**src/rtl/bshp_pkg.sv**
```systemverilog
package bshp_pkg;

  typedef enum logic [1:0] {
    ST_HDR,
    ST_SCAN,
    ST_EMIT,
    ST_PASS
  } phaseT;

  // strobes from control to datapath
  typedef struct packed {
    logic take;      // input byte accepted this cycle
    logic clrFile;   // end of file: clear per-file state
    logic loadRec;   // current byte is a record length
    logic scanByte;  // current byte belongs to the search region
    logic markHit;   // preamble recognised
    logic markMiss;  // file ended without a preamble
    logic emitStep;  // one replayed preamble byte left
    logic emitting;  // output carries a replayed preamble byte
  } strobeT;

  // status from datapath to control
  typedef struct packed {
    logic atRec;
    logic scanNext;
    logic lastByte;
    logic hit;
    logic emitLast;
    logic tailEnd;
  } dpStatusT;

endpackage

```
**src/rtl/bshp_datapath.sv**
```systemverilog
module bshp_datapath
  import bshp_pkg::*;
#(
  parameter bit RAW_MODE  = 1'b1,
  parameter int LEN_W     = 16,
  parameter int HDR_START = 15,
  parameter int NUM_RECS  = 4,
  parameter int PRE_RUN   = 4
) (
  input  logic             clk,
  input  logic             rstN,
  input  strobeT           stb,
  input  logic [7:0]       inData,
  input  logic [LEN_W-1:0] fileLen,
  output dpStatusT         stat,
  output logic [7:0]       outData,
  output logic             payloadFound,
  output logic             notFound,
  output logic [LEN_W-1:0] payloadStart,
  output logic [LEN_W-1:0] payloadLen
);

  localparam int PTR_W = LEN_W + 2;
  localparam int CW    = LEN_W + 1;
  localparam int REC_W = $clog2(NUM_RECS + 1);
  localparam int RUN_W = $clog2(PRE_RUN + 1);

  logic [LEN_W-1:0] cnt;
  logic [PTR_W-1:0] nextPos;
  logic [REC_W-1:0] recCnt;
  logic [RUN_W-1:0] emitLeft;
  logic [LEN_W-1:0] startReg, lenReg;
  logic             foundReg, missReg, tailEndReg;
  logic             hitC;
  logic [LEN_W-1:0] startNext;

  // byte position bookkeeping and header record walk
  always_ff @(posedge clk) begin
    if (!rstN || stb.clrFile) begin
      cnt     <= '0;
      nextPos <= PTR_W'(HDR_START);
      recCnt  <= '0;
    end else if (stb.take) begin
      cnt <= cnt + LEN_W'(1);
      if (stb.loadRec) begin
        nextPos <= PTR_W'(cnt) + PTR_W'(inData) + PTR_W'(3);
        recCnt  <= recCnt + REC_W'(1);
      end
    end
  end

  // mode-specific preamble recogniser
  generate
    if (RAW_MODE) begin : g_raw
      logic [RUN_W-1:0] runCnt;
      always_ff @(posedge clk) begin
        if (!rstN || stb.clrFile) begin
          runCnt <= '0;
        end else if (stb.scanByte) begin
          if (inData != 8'hFF)                       runCnt <= '0;
          else if (runCnt == RUN_W'(PRE_RUN - 1))    runCnt <= '0;
          else                                       runCnt <= runCnt + RUN_W'(1);
        end
      end
      assign hitC      = (inData == 8'hFF) && (runCnt == RUN_W'(PRE_RUN - 1));
      assign startNext = cnt - LEN_W'(PRE_RUN - 1);
    end else begin : g_cmp
      logic prevFF;
      always_ff @(posedge clk) begin
        if (!rstN || stb.clrFile) prevFF <= 1'b0;
        else if (stb.scanByte)    prevFF <= (inData == 8'hFF);
      end
      assign hitC      = prevFF && (inData[7:4] == 4'h3);
      assign startNext = cnt + LEN_W'(1);
    end
  endgenerate

  // preamble replay counter
  always_ff @(posedge clk) begin
    if (!rstN)             emitLeft <= '0;
    else if (stb.markHit)  emitLeft <= RUN_W'(PRE_RUN);
    else if (stb.emitStep) emitLeft <= emitLeft - RUN_W'(1);
  end

  // result registers, held until the next file begins
  always_ff @(posedge clk) begin
    if (!rstN) begin
      foundReg   <= 1'b0;
      missReg    <= 1'b0;
      tailEndReg <= 1'b0;
      startReg   <= '0;
      lenReg     <= '0;
    end else begin
      if (stb.take && cnt == '0) begin
        foundReg <= 1'b0;
        missReg  <= 1'b0;
      end
      if (stb.markHit) begin
        foundReg   <= 1'b1;
        startReg   <= startNext;
        lenReg     <= fileLen - startNext;
        tailEndReg <= stat.lastByte;
      end
      if (stb.markMiss) missReg <= 1'b1;
    end
  end

  assign stat.atRec    = (recCnt < REC_W'(NUM_RECS)) && (PTR_W'(cnt) == nextPos);
  assign stat.scanNext = (recCnt == REC_W'(NUM_RECS)) && (PTR_W'(cnt) + PTR_W'(1) == nextPos);
  assign stat.lastByte = (CW'(cnt) + CW'(1)) == CW'(fileLen);
  assign stat.hit      = hitC;
  assign stat.emitLast = (emitLeft == RUN_W'(1));
  assign stat.tailEnd  = tailEndReg;

  assign outData      = stb.emitting ? 8'hFF : inData;
  assign payloadFound = foundReg;
  assign notFound     = missReg;
  assign payloadStart = startReg;
  assign payloadLen   = lenReg;

  // a fifth record length is never taken
  assert_rec_bound_R2: assert property (@(posedge clk) disable iff (!rstN)
    stb.loadRec |-> recCnt < REC_W'(NUM_RECS));

  // no byte is accepted past the end of the file
  assert_in_file_R8: assert property (@(posedge clk) disable iff (!rstN)
    stb.take |-> CW'(cnt) < CW'(fileLen));

  // one file never reports both outcomes
  assert_flag_excl_R7: assert property (@(posedge clk) disable iff (!rstN)
    !(foundReg && missReg));

  // a match is only declared on a search-region byte
  assert_hit_in_scan_R5: assert property (@(posedge clk) disable iff (!rstN)
    stb.markHit |-> stb.scanByte);

endmodule

```
**src/rtl/bshp_ctrl.sv**
```systemverilog
module bshp_ctrl
  import bshp_pkg::*;
#(
  parameter bit RAW_MODE = 1'b1
) (
  input  logic     clk,
  input  logic     rstN,
  input  dpStatusT stat,
  input  logic     inValid,
  input  logic     outReady,
  output logic     inReady,
  output logic     outValid,
  output strobeT   stb
);

  localparam phaseT FIRST_PHASE = RAW_MODE ? ST_HDR : ST_SCAN;

  phaseT phase, phaseNext;

  always_ff @(posedge clk) begin
    if (!rstN) phase <= FIRST_PHASE;
    else       phase <= phaseNext;
  end

  always_comb begin
    stb       = '0;
    inReady   = 1'b0;
    outValid  = 1'b0;
    phaseNext = phase;
    case (phase)
      ST_HDR: begin
        inReady = 1'b1;
        if (inValid) begin
          stb.take = 1'b1;
          if (stat.lastByte) begin
            stb.markMiss = 1'b1;
            stb.clrFile  = 1'b1;
            phaseNext    = FIRST_PHASE;
          end else begin
            stb.loadRec = stat.atRec;
            if (stat.scanNext) phaseNext = ST_SCAN;
          end
        end
      end
      ST_SCAN: begin
        inReady = 1'b1;
        if (inValid) begin
          stb.take     = 1'b1;
          stb.scanByte = 1'b1;
          if (stat.hit) begin
            stb.markHit = 1'b1;
            if (RAW_MODE) begin
              phaseNext = ST_EMIT;
            end else if (stat.lastByte) begin
              stb.clrFile = 1'b1;
              phaseNext   = FIRST_PHASE;
            end else begin
              phaseNext = ST_PASS;
            end
          end else if (stat.lastByte) begin
            stb.markMiss = 1'b1;
            stb.clrFile  = 1'b1;
            phaseNext    = FIRST_PHASE;
          end
        end
      end
      ST_EMIT: begin
        outValid     = 1'b1;
        stb.emitting = 1'b1;
        if (outReady) begin
          stb.emitStep = 1'b1;
          if (stat.emitLast) begin
            if (stat.tailEnd) begin
              stb.clrFile = 1'b1;
              phaseNext   = FIRST_PHASE;
            end else begin
              phaseNext = ST_PASS;
            end
          end
        end
      end
      default: begin
        inReady  = outReady;
        outValid = inValid;
        if (inValid && outReady) begin
          stb.take = 1'b1;
          if (stat.lastByte) begin
            stb.clrFile = 1'b1;
            phaseNext   = FIRST_PHASE;
          end
        end
      end
    endcase
  end

  // nothing leaves the block while the header is walked
  assert_hdr_quiet_R4: assert property (@(posedge clk) disable iff (!rstN)
    (phase == ST_HDR) |-> !outValid);

  // input is held off while the preamble is replayed
  assert_emit_stall_R3: assert property (@(posedge clk) disable iff (!rstN)
    (phase == ST_EMIT) |-> !inReady);

endmodule

```
**src/rtl/bitstream_hdr_parser.sv**
```systemverilog
module bitstream_hdr_parser
  import bshp_pkg::*;
#(
  parameter bit RAW_MODE  = 1'b1,
  parameter int LEN_W     = 16,
  parameter int HDR_START = 15,
  parameter int NUM_RECS  = 4,
  parameter int PRE_RUN   = 4
) (
  input  logic             clk,
  input  logic             rstN,
  input  logic [LEN_W-1:0] fileLen,
  input  logic             inValid,
  input  logic [7:0]       inData,
  output logic             inReady,
  output logic             outValid,
  output logic [7:0]       outData,
  input  logic             outReady,
  output logic             payloadFound,
  output logic             notFound,
  output logic [LEN_W-1:0] payloadStart,
  output logic [LEN_W-1:0] payloadLen
);

  strobeT   stb;
  dpStatusT stat;

  bshp_ctrl #(
    .RAW_MODE(RAW_MODE)
  ) u_ctrl (
    .clk     (clk),
    .rstN    (rstN),
    .stat    (stat),
    .inValid (inValid),
    .outReady(outReady),
    .inReady (inReady),
    .outValid(outValid),
    .stb     (stb)
  );

  bshp_datapath #(
    .RAW_MODE (RAW_MODE),
    .LEN_W    (LEN_W),
    .HDR_START(HDR_START),
    .NUM_RECS (NUM_RECS),
    .PRE_RUN  (PRE_RUN)
  ) u_dp (
    .clk         (clk),
    .rstN        (rstN),
    .stb         (stb),
    .inData      (inData),
    .fileLen     (fileLen),
    .stat        (stat),
    .outData     (outData),
    .payloadFound(payloadFound),
    .notFound    (notFound),
    .payloadStart(payloadStart),
    .payloadLen  (payloadLen)
  );

endmodule

```
**config.mk**
```make
export PLATFORM = sky130hd
export DESIGN_NAME = bitstream_hdr_parser
export DESIGN_NICKNAME = d
export VERILOG_FILES = /design/src/rtl/bshp_pkg.sv /design/src/rtl/bshp_datapath.sv /design/src/rtl/bshp_ctrl.sv /design/src/rtl/bitstream_hdr_parser.sv
export SDC_FILE = /design/constraint.sdc
export NUM_CORES = 1
export LEC_CHECK = 0
export BUFFER_PORTS_ARGS = -buffer_cell sky130_fd_sc_hd__buf_2
export CORE_ASPECT_RATIO = 0.8
export CORE_MARGIN = 5
export CORE_UTILIZATION = 30
export DETAILED_ROUTE_END_ITERATION = 10
export HOLD_SLACK_MARGIN = 0.03
export PLACE_DENSITY = 0.45
export RECOVER_POWER = 100
export SLEW_MARGIN = 10
export SYNTH_ARGS = -nofsm -noshare
export SYNTH_HDL_FRONTEND = slang
export SYNTH_HIERARCHICAL = 1
export SYNTH_SLANG_ARGS = --single-unit
```
**constraint.sdc**
```tcl
create_clock -name clk -period 6.7 [get_ports clk]
set_input_delay 1.005 -clock clk [delete_from_list [all_inputs] [get_ports clk]]
set_output_delay 1.005 -clock clk [all_outputs]
set_load 0.01 [all_outputs]
```
Word-level counts from Yosys, hierarchy flattened
Index checks and enable logic that the tools add are counted.

operators by class
  add/subtract/negate cells = 10
  multiply operators = 0
  divide/modulo/power cells = 0
  order comparisons = 1
  eq/ne operators = 15
  shift operators = 0
  muxes and demuxes = 40
  bitwise logic cells = 1
  reductions and logical operators = 17

operators by type and width
  kind                                                                  number
  16-bit by 1-bit adder with 17-bit output, second input constant       2
  2-bit 2-to-1 mux                                                      14
  18-bit by 2-bit adder with 18-bit output, second input constant       1
  16-bit by 18-bit equality test with 1-bit output                      1
  18-bit equality test                                                  1
  3-bit 2-to-1 mux                                                      6
  16-bit by 8-bit adder with 17-bit output                              1
  17-bit by 16-bit equality test with 1-bit output                      1
  16-bit by 1-bit adder with 16-bit output, second input constant       1
  16-bit logical NOT                                                    1
  16-bit subtractor                                                     1
  16-bit by 2-bit subtractor with 16-bit output, second input constant  1
  1-bit 2-to-1 mux                                                      13
  8-bit equality test, second input constant                            1
  8-bit 2-to-1 mux                                                      1
  2-bit inequality test, second input constant                          4
  8-bit inequality test, second input constant                          1
  3-bit by 1-bit adder with 3-bit output, second input constant         2
  1-bit case mux with 2 select lines                                    3
  1-bit case mux with 3 select lines                                    2
  2-bit case mux with 3 select lines                                    1
  6-bit AND reduction                                                   1
  2-bit nonzero test                                                    3
  1-bit logical AND                                                     5
  other kinds (15)                                                      16

word-level totals
  register bits after elaboration = 80
  latch bits = 0
  RAM bits = 0
  memory bits (read-only) = 0
  input bits = 28
  output and inout port bits = 44
  memories kept = 0

Logic depth before layout (Yosys ltp)
Gate-level depths: netlist (run 1).

  depth after elaboration = 9
  mapped depth = 19
  depth with buffers taken out = 16

Cells and area by module
The synthesis (run 1) kept the hierarchy.

by module, submodules not included
  module         instances  cells each  area each (sq um)
  bshp_datapath  1          735         5854.4
  bshp_ctrl      1          37          254.0

Worst setup path after synthesis (run 1)
No wires, ideal clock.

  path kind = input to register
  start point = input port fileLen[0]
  end point = register u_dp.lenReg[12], in the netlist u_dp/payloadLen[12]
  library setup time = 0.071 ns
  arrival = 3.987 ns
  data required time = 6.629 ns
  setup slack = 2.642 ns
  stages on the path = 14
  cell sequence = inv_1 -> ha_1 -> inv_1 -> fa_1 -> a211o_1 -> a21o_2 -> maj3_2 -> a221oi_1 -> a211oi_1 -> maj3_1 -> o21bai_1 -> a21oi_1 -> mux2_2 -> a21oi_1

between the ends
  longest elaborated chain between the ends = 1

ends and longest elaborated chain
  item                    line                        source
  start: declaration      bitstream_hdr_parser.sv:12  input logic [LEN_W-1:0] fileLen,
  16-bit subtractor       bshp_datapath.sv:101        lenReg <= fileLen - startNext;
  end signal: assignment  bshp_datapath.sv:101
  end: declaration        bshp_datapath.sv:32         logic [LEN_W-1:0] startReg, lenReg;

Every way passes these cells.
A chain may end at the register's enable or synchronous reset.

==> metrics.csv, run 1 <==
stage;metric;value;unit
clocking;Post-CTS Setup Inserts;0;
pwr;total internal power;0.913;mW
clocking;CTS Sinks;79;
critical_path;Worst path most repeated cell;and3_1;
critical_path;CP Class;reg2reg;
placed_design;hpwl dp;13600;µm
clocking;clk slew on worst S/H paths;0.07;ns
yosys;share of the yosys chip area belonging to registers;0.259;
floorplanning;full die area;0.0233;mm²
floorplanning;Die Ht;138;µm
routing;Antenna Nets Post-Route;0;
yosys;Syn Nets;831;
sta;unrepaired setup endpoints after global routing;no;
routing;via/cell ratio;5.01;
routing;Post-Route WL;17800;µm
pwr;Sw Share;0.260;
yosys;fraction of registers with async set/reset;0;
global_routing;Total GRT Usage;0.154;
critical_path;CP cell instances;ha_1 -> nand3_1 -> nor2_1 -> and3_1 -> and3_1 -> nand3_1 -> xnor2_1 -> nand2_1 -> nor4_1 -> and3_1 -> o2111ai_1 -> nand2_1 -> nand2b_1 -> nor2_1;
finish;fraction of final layout cells sized beyond drive strength 1;0.0899;
flow_run;max-cap viol count;2;
yosys;top-area cell type share of the netlist area;0.259;
clocking;total CTS buffers;9;
pwr;combinational power share;0.141;
critical_path;crit-path max FO;35;
finish;final cell utilization of the core;0.341;
clocking;cts repair resizes;0;
floorplanning;I/O pin count;72;
global_routing;initial antenna violation count;0;
clocking;worst-case clock buffer depth;2;
global_routing;largest net degree at the start of global routing;53;
sta;period utilisation layout;0.781;
floorplanning;row count;46;
placed_design;GPL Wtd Cong;0.815;
yosys;count of unique library cells instantiated by Yosys;77;
sta;Rel. slew slack;-0.607;
sta;Pins Over Slew Limit;89;
yosys;largest cells by area after synthesis;dfxtp_1, xnor2_1, xor2_1;
floorplanning;Core Area;0.0199;mm²
pwr;clock group share of total power;0.474;
yosys;flop and latch count out of synthesis;79;
clocking;TritonCTS clock tree;built;
yosys;Syn Inst Count;772;
yosys;number of flops mapped to enable cells by yosys;0;
global_routing;first-pass GRT wire length;28500;µm
critical_path;CP required;6.88;ns
global_routing;vias in the first global route;5123;
hold_path;worst min path class;reg2reg;
status;failing checks;max-capacitance violations, max-slew violations;
yosys;Synth Warn #;6;
pwr;total power;1.23;mW
routing;Starting DRT DRC Count;419;
clocking;CTS Hold Bufs;0;
pwr;part of the power in registers;0.385;
yosys;most frequent cell after synthesis;nor2_1;
sta;final hold viol count;0;
yosys;synthesized area per cell;7.91;µm²
routing;DRC;0;
global_routing;Overflow after GRT;0;
yosys;Post-synth top cells;nor2_1, dfxtp_1, nand2_1;
sta;clk_skew;0.00675;ns
finish;# diodes;0;
critical_path;slowest CP cell;nand2b_1;
routing;wire per inst;16.5;µm
routing;DR vias;5392;
clocking;H-tree depth;3;
finish;Nets;867;
critical_path;Worst EP arrival;5.41;ns
placed_design;port buffer count;71;
yosys;Most used DFF post-synth;dfxtp_1;
yosys;Synth area leader;dfxtp_1;
clocking;worst skew pair latency;0.35;ns
pwr;Max rail drop VDD;90.6;µV
finish;P&R area growth vs syn;11.0;%
pwr;Psw;0.321;mW
routing;first drt pass iteration count;5;
sta;fin crit period;5.23;ns
critical_path;CP peak stage delay;1.13;ns
critical_path;CP endpoint kind;flop;
sta;fmax;191;MHz
pwr;PD cells;182;mW/mm²
sta;actual slew at the worst max-slew pin;2.41;ns
floorplanning;Starting Density;0.307;
floorplanning;die width;170;µm
pwr;P_leak;2.63;nW
critical_path;startpoint type of the worst setup path;flop;
clocking;Root Driver;clkbuf_16;
status;status;finished with violations;
sta;Setup-failing EPs final;0;
yosys;Synth Cell Area;0.00611;mm²
sta;Setup TNS Final;0;ns
[power groups by stage]
stage	Clock [mW]	Combinational, mW	Sequential [mW]
after CTS	0.600	0.176	0.475
after detailed placement	0	0.175	0.486
after floorplan	0	0.131	0.482
final	0.584	0.174	0.475
after global placement	0	0.177	0.486
after global routing	0.619	0.193	0.475
[per-layer routing]
layer | GRT usage | vias up | share of wire
met5 | 0 | - | 0
met4 | 0.0188 | 0 | 0.0044
li1 | - | 2759 | -
met1 | 0.233 | 2523 | 0.54
met2 | 0.226 | 105 | 0.41
met3 | 0.0347 | 5 | 0.041
[layout by cell type (no fill, tap or decap), types with 13 or more instances in the layout]
master | synthesis | final
nor2_1 | 96 | 96
dfxtp_1 | 79 | 79
nand2_1 | 70 | 70
xnor2_1 | 66 | 66
xor2_1 | 47 | 47
clkbuf_1 | 28 | 45
a21oi_1 | 40 | 40
inv_1 | 36 | 36
a211oi_1 | 32 | 32
ha_1 | 29 | 29
buf_2 | 1 | 27
o21ai_0 | 26 | 26
nand3_1 | 14 | 14
nor3_1 | 13 | 13
nand4_1 | 13 | 13
[stage by stage]
step | std cells | area (µm²) | worst slack, ns | hold slack, ns
finish | 1076 | 6780 | 1.47 | 0.472
floorplan | 772 | 6110 | 2.64 | 0.432
CTS | 1076 | 6850 | 1.94 | 0.478
global placement | 1061 | 6510 | 2.01 | 0.460
global route | 1076 | 6780 | 0.766 | 0.491
detailed placement | 1061 | 6510 | 1.96 | 0.466
[state kept, by name (all words and copies together) (netlist names)]
name	flops
u_dp/g_raw.runCnt	3
u_dp/nextPos	17
u_dp/payloadLen	16
u_dp/payloadFound	1
u_dp/emitLeft	3
u_dp/notFound	1
u_ctrl/phase	2
u_dp/payloadStart	16
u_dp/recCnt	3
u_dp/cnt	16
u_dp/tailEndReg	1
[area by class of cell]
class | instances | area (µm²)
repair buffers | 74 | 319
multi-input cells | 606 | 4060
inverters | 38 | 143
clock buffers | 10 | 239
fillers | 2187 | 13100
well taps | 264 | 330
flip-flops and latches | 79 | 1580
clock inverters | 5 | 106
[logic make-up (layout without fill, tap and decap cells)]
kind of cell,Yosys count,count (layout),share of synthesized area
buffers and inverters,87,127,0.0754
adders and majority gates,36,36,0.0744
AOI/OAI and AO/OA,162,162,0.184
muxes,13,13,0.0215
DFF,79,79,0.259
and+or+nand+nor,282,282,0.224
xor gates and xnor gates,113,113,0.162
[critical path, delay by kind of cell (launching register included)]
kind / cells / cell delay, ns
XOR/XNOR: 1 / 0.24
AND/OR/NAND/NOR: 11 / 3.55
adder cells (fa/ha/maj): 1 / 0.50
flip-flops: 1 / 0.56
AO/OA/AOI/OAI: 1 / 0.17
[final timing paths]
kind | from | end | slack (ns) | depth (start not counted)
hold reg to reg | u_dp/nextPos[4] | u_dp/nextPos[4] | 0.47 | 2
setup reg to reg | u_dp/cnt[0] | u_dp/cnt[9] | 1.47 | 14
setup / recovery | u_dp/cnt[0] | u_dp/cnt[9] | 1.47 | 14
hold / removal | u_dp/nextPos[4] | u_dp/nextPos[4] | 0.47 | 2
Power figures use the tool's default switching activity.
==> run 2: changes to the inputs <==
- PLACE_DENSITY: 0.45 -> 0.46
- clock period: 6.7 -> 4.7 ns (I/O delays scaled with it)
==> metrics.csv, run 2 (synthesized netlist as in run 1, its figures left out) <==
stage;metric;value;unit;change
finish;# diodes;0;;unchanged
routing;Antenna Nets Post-Route;0;;unchanged
floorplanning;Starting Density;0.307;;unchanged
flow_run;max-cap viol count;0;;was 2
clocking;total CTS buffers;9;;unchanged
clocking;CTS Hold Bufs;0;;unchanged
placed_design;port buffer count;71;;unchanged
pwr;total internal power;1.20;mW;was 0.913 mW
finish;Largest Register;u_dp/nextPos;;unchanged
routing;wire per inst;16.6;µm;was 16.5 µm
clocking;clk slew on worst S/H paths;0.07;ns;about the same
sta;fin crit period;4.36;ns;was 5.23 ns
finish;P&R area growth vs syn;11.9;%;was 11.0%
pwr;PD cells;243;mW/mm²;was 182 mW/mm²
routing;Starting DRT DRC Count;347;;was 419
pwr;Sw Share;0.275;;was 0.260
floorplanning;Die Ht;138;µm;unchanged
floorplanning;row count;46;;unchanged
floorplanning;I/O pin count;72;;unchanged
floorplanning;die width;170;µm;unchanged
placed_design;GPL Wtd Cong;0.836;;was 0.815
clocking;TritonCTS clock tree;built;;unchanged
global_routing;Overflow after GRT;0;;unchanged
clocking;H-tree depth;3;;unchanged
critical_path;CP Class;reg2reg;;unchanged
clocking;Post-CTS Setup Inserts;0;;unchanged
sta;Rel. slew slack;0.234;;was -0.607
sta;Pins Over Slew Limit;0;;was 89
sta;period utilisation layout;0.928;;was 0.781
critical_path;setup slack, reg-to-reg;0.34;ns;was 1.47 ns
sta;Setup-failing EPs final;0;;unchanged
routing;via/cell ratio;4.96;;was 5.01
critical_path;CP required;4.93;ns;was 6.88 ns
sta;fmax;229;MHz;was 191 MHz
global_routing;Total GRT Usage;0.158;;was 0.154
floorplanning;Core Area;0.0199;mm²;unchanged
hold_path;worst min path class;reg2reg;;unchanged
clocking;worst skew pair latency;0.35;ns;about the same
global_routing;initial antenna violation count;1;;was 0
finish;Nets;880;;was 867
finish;register area;0.00158;mm²;unchanged
finish;fraction of final layout cells sized beyond drive strength 1;0.0993;;was 0.0899
finish;commonest non-fill, non-tap cell in the layout;nor2_1;;unchanged
critical_path;crit-path max FO;8;;was 35
sta;clk_skew;0.0125;ns;was 0.00675 ns
finish;fillers;2180;;was 2187
placed_design;Inst Count DP;1074;;was 1061
pwr;part of the power in registers;0.408;;was 0.385
critical_path;CP endpoint kind;flop;;unchanged
status;status;finished clean;;was finished with violations
pwr;total power;1.66;mW;was 1.23 mW
sta;Setup TNS Final;0;ns;unchanged
finish;max reg flops;17;;unchanged
finish;most frequent cells in the layout;nor2_1, dfxtp_1, nand2_1, xnor2_1, clkbuf_1;;was nor2_1, dfxtp_1, nand2_1, xnor2_1, xor2_1
finish;post-route non-filler standard cell count;1090;;was 1076
global_routing;vias in the first global route;5151;;was 5123
pwr;combinational power share;0.153;;was 0.141
pwr;Max rail drop VDD;191;µV;was 90.6 µV
critical_path;Worst EP arrival;4.60;ns;was 5.41 ns
finish;Multi-input gate area;0.00407;mm²;was 0.00406 mm²
sta;hold slack;0.466;ns;was 0.472 ns
routing;first drt pass iteration count;5;;unchanged
floorplanning;full die area;0.0233;mm²;unchanged
sta;unrepaired setup endpoints after global routing;no;;unchanged
critical_path;startpoint type of the worst setup path;flop;;unchanged
global_routing;first-pass GRT wire length;29100;µm;was 28500 µm
pwr;clock group share of total power;0.438;;was 0.474
clocking;Root Driver;clkbuf_16;;unchanged
pwr;Psw;0.456;mW;was 0.321 mW
routing;Post-Route WL;18100;µm;was 17800 µm
sta;actual slew at the worst max-slew pin;1.15;ns;was 2.41 ns
placed_design;hpwl dp;13800;µm;was 13600 µm
routing;DRC;0;;unchanged
clocking;CTS Sinks;79;;unchanged
sta;final hold viol count;0;;unchanged
finish;final cell utilization of the core;0.343;;was 0.341
clocking;worst-case clock buffer depth;2;;unchanged
global_routing;largest net degree at the start of global routing;53;;unchanged
clocking;cts repair resizes;0;;unchanged
routing;DR vias;5403;;was 5392
pwr;P_leak;2.67;nW;was 2.63 nW
run 2: worst paths after layout:
path                    from             endpoint  cells after the start
min          u_dp/nextPos[4]      u_dp/nextPos[4]                      2
min reg2reg  u_dp/nextPos[4]      u_dp/nextPos[4]                      2
max              u_dp/cnt[0]  u_dp/payloadLen[14]                     14
max reg2reg      u_dp/cnt[0]  u_dp/payloadLen[14]                     14
run 2: power groups by stage:
stage | sequential [mW] | clock [mW] | combinational (mW)
after global routing | 0.677 | 0.782 | 0.284
after floorplan | 0.687 | 0 | 0.186
after CTS | 0.677 | 0.749 | 0.257
after global placement | 0.692 | 0 | 0.259
after detailed placement | 0.692 | 0 | 0.255
final | 0.677 | 0.727 | 0.254
run 2: per-layer routing:
layer | GRT usage | wire length, µm | vias to the layer above
met2 | 0.222 | 7280 | 126
met5 | 0 | 13 | -
met1 | 0.246 | 9780 | 2473
met4 | 0.0304 | 159 | 2
li1 | - | - | 2787
met3 | 0.0310 | 859 | 15
run 2: stage by stage:
stage / instance area [µm²] / setup WS [ns]
6_report: 6840 / 0.336
5_1_grt: 6840 / 0.0690
4_1_cts: 6930 / 0.378
3_5_place_dp: 6630 / 0.392
3_3_place_gp: 6630 / 0.479
2_1_floorplan: 6110 / 0.877
run 2: worst max-delay path: stages, from the launching register on:
cell       delay [ns]
dfxtp_1          0.54
inv_1            0.19
ha_1             0.41
inv_1            0.10
fa_1             0.45
a211o_1          0.30
a21o_2           0.22
maj3_2           0.36
or4_4            0.50
nand4_1          0.14
maj3_1           0.22
nor2_1           0.05
a2111oi_0        0.50
or4_1            0.20
o211ai_1         0.08
run 2: final cells by class:
type                       instances  share of cell area
multi-input combinational        606               0.595
sequential                        79               0.231
timing repair buffer              87              0.0609
tap                              264              0.0483
clock buffer                      12              0.0361
inverter                          38              0.0209
clock inverter                     4             0.00787
==> run 3: changes to the inputs <==
- PLACE_DENSITY: 0.46 -> 0.54
==> metrics.csv, run 3 (synthesized netlist as in run 1, its figures left out) <==
stage;metric;value;unit;change
placed_design;hpwl dp;13300;µm;was 13800 µm
finish;Multi-input gate area;0.00406;mm²;was 0.00407 mm²
routing;DRC;0;;unchanged
placed_design;Inst Count DP;1074;;unchanged
global_routing;initial antenna violation count;2;;was 1
critical_path;CP Class;reg2reg;;unchanged
critical_path;Worst R2R Start;u_dp/cnt[0];;unchanged
routing;wire per inst;16.0;µm;was 16.6 µm
sta;Pins Over Slew Limit;0;;unchanged
status;status;finished clean;;unchanged
pwr;P_leak;2.69;nW;was 2.67 nW
critical_path;crit-path max FO;8;;unchanged
finish;fillers;2163;;was 2180
global_routing;first-pass GRT wire length;27700;µm;was 29100 µm
sta;Setup-failing EPs final;0;;unchanged
sta;unrepaired setup endpoints after global routing;no;;unchanged
finish;P&R area growth vs syn;12.1;%;was 11.9%
floorplanning;row count;46;;unchanged
placed_design;port buffer count;71;;unchanged
critical_path;startpoint type of the worst setup path;flop;;unchanged
pwr;PD cells;247;mW/mm²;was 243 mW/mm²
global_routing;vias in the first global route;5059;;was 5151
sta;actual slew at the worst max-slew pin;1.12;ns;was 1.15 ns
critical_path;CP cell instances;inv_1 -> ha_1 -> inv_1 -> fa_1 -> a211o_1 -> a21o_2 -> maj3_2 -> a221oi_1 -> a211oi_1 -> maj3_1 -> o21bai_1 -> a21oi_1 -> mux2_2 -> a21oi_1;;was inv_1 -> ha_1 -> inv_1 -> fa_1 -> a211o_1 -> a21o_2 -> maj3_2 -> or4_4 -> nand4_1 -> maj3_1 -> nor2_1 -> a2111oi_0 -> or4_1 -> o211ai_1
finish;most frequent cells in the layout;nor2_1, dfxtp_1, nand2_1, xnor2_1, xor2_1;;was nor2_1, dfxtp_1, nand2_1, xnor2_1, clkbuf_1
clocking;clk slew on worst S/H paths;0.06;ns;was 0.07 ns
critical_path;setup slack, reg-to-reg;0.36;ns;was 0.34 ns
finish;max reg flops;17;;unchanged
clocking;CTS Hold Bufs;0;;unchanged
critical_path;Worst EP arrival;4.61;ns;was 4.60 ns
routing;Post-Route WL;17500;µm;was 18100 µm
critical_path;crit path buf inv count;2;;unchanged
global_routing;largest net degree at the start of global routing;53;;unchanged
floorplanning;Core Area;0.0199;mm²;unchanged
floorplanning;Die Ht;138;µm;unchanged
clocking;Post-CTS Setup Inserts;0;;unchanged
clocking;Root Driver;clkbuf_16;;unchanged
sta;Rel. slew slack;0.256;;was 0.234
finish;register area;0.00158;mm²;unchanged
clocking;TritonCTS clock tree;built;;unchanged
global_routing;Total GRT Usage;0.148;;was 0.158
critical_path;CP peak stage delay;0.53;ns;was 0.54 ns
sta;final hold viol count;0;;unchanged
sta;Setup TNS Final;0;ns;unchanged
clocking;H-tree depth;3;;unchanged
critical_path;reg2reg end;u_dp/payloadLen[12];;was u_dp/payloadLen[14]
floorplanning;Starting Density;0.307;;unchanged
finish;Nets;880;;unchanged
clocking;worst skew pair latency;0.34;ns;was 0.35 ns
flow_run;max-cap viol count;0;;unchanged
routing;Starting DRT DRC Count;520;;was 347
critical_path;CP required;4.97;ns;was 4.93 ns
hold_path;Hold Crit Depth;2;;unchanged
finish;Largest Register;u_dp/nextPos;;unchanged
placed_design;placed instance area;0.00661;mm²;was 0.00663 mm²
floorplanning;die width;170;µm;unchanged
clocking;worst-case clock buffer depth;2;;unchanged
floorplanning;I/O pin count;72;;unchanged
critical_path;slowest CP cell;dfxtp_1;;unchanged
sta;period utilisation layout;0.923;;was 0.928
sta;fin crit period;4.34;ns;was 4.36 ns
critical_path;CP endpoint kind;flop;;unchanged
global_routing;Overflow after GRT;0;;unchanged
finish;post-route non-filler standard cell count;1090;;unchanged
hold_path;WHS Endpoint;u_dp/nextPos[4];;unchanged
routing;DR vias;5519;;was 5403
finish;fraction of final layout cells sized beyond drive strength 1;0.101;;was 0.0993
placed_design;GPL Wtd Cong;0.871;;was 0.836
hold_path;worst min path class;reg2reg;;unchanged
sta;fmax;231;MHz;was 229 MHz
finish;commonest non-fill, non-tap cell in the layout;nor2_1;;unchanged
hold_path;Hold Startpoint;u_dp/nextPos[4];;unchanged
clocking;CTS Sinks;79;;unchanged
floorplanning;full die area;0.0233;mm²;unchanged
critical_path;Critical Path Source;u_dp/cnt[0];;unchanged
finish;final instance area;0.00685;mm²;was 0.00684 mm²
clocking;total CTS buffers;9;;unchanged
routing;via/cell ratio;5.06;;was 4.96
critical_path;Worst R2R Path Depth;14;;unchanged
critical_path;Crit path max-delay family;adder cells;;unchanged
sta;clk_skew;0.00933;ns;was 0.0125 ns
routing;first drt pass iteration count;5;;unchanged
routing;Antenna Nets Post-Route;0;;unchanged
pwr;Max rail drop VDD;119;µV;was 191 µV
clocking;cts repair resizes;0;;unchanged
## run 3: per-stage QoR
stage / hold WS, ns / worst slack [ns] / util / power, mW
after detailed placement: 0.459 / 0.382 / 0.332 / 0.945
final: 0.465 / 0.363 / 0.344 / 1.69
after global routing: 0.490 / 0.0654 / 0.344 / 1.77
after CTS: 0.467 / 0.372 / 0.348 / 1.72
after floorplan: 0.432 / 0.877 / - / 0.873
after global placement: 0.455 / 0.512 / 0.332 / 0.947
## run 3: area by class of cell
cell class              count  share of cell area
multi-input cells         606               0.594
flip-flops and latches     79               0.231
repair buffers             87              0.0601
well taps                 264              0.0483
clock buffers              11              0.0355
inverters                  38              0.0208
clock inverters             4              0.0102
diodes                      1            0.000366
## run 3: report_power, final
group / internal (mW) / total (mW) / switching [mW]
Combinational: 0.102 / 0.253 / 0.152
Clock: 0.475 / 0.761 / 0.286
Sequential: 0.671 / 0.677 / 0.00517
## run 3: routing by layer
layer,vias up,routed length (µm),track usage
met3,18,1110,0.0399
li1,2785,-,-
met2,162,7030,0.211
met1,2552,9210,0.223
met4,2,135,0.0286
met5,-,7,0
## run 3: worst register-to-register path: cells and delay by family, from the launching register on
family / cells / cell delay (ns)
adder cells (fa/ha/maj): 4 / 1.60
buffers and inverters: 2 / 0.27
AO/OA/AOI/OAI: 7 / 1.52
flip-flops: 1 / 0.53
multiplexers: 1 / 0.35
## run 3: worst max path at each step
stage | end | slack, ns | cells past startpoint
floorplan | u_dp/payloadLen[12] | 0.88 | 15
global placement | u_dp/payloadLen[12] | 0.51 | 14
detailed placement | u_dp/payloadLen[12] | 0.38 | 14
CTS | u_dp/payloadLen[12] | 0.37 | 14
global route | u_dp/nextPos[3] | 0.07 | 17
finish | u_dp/payloadLen[12] | 0.36 | 14
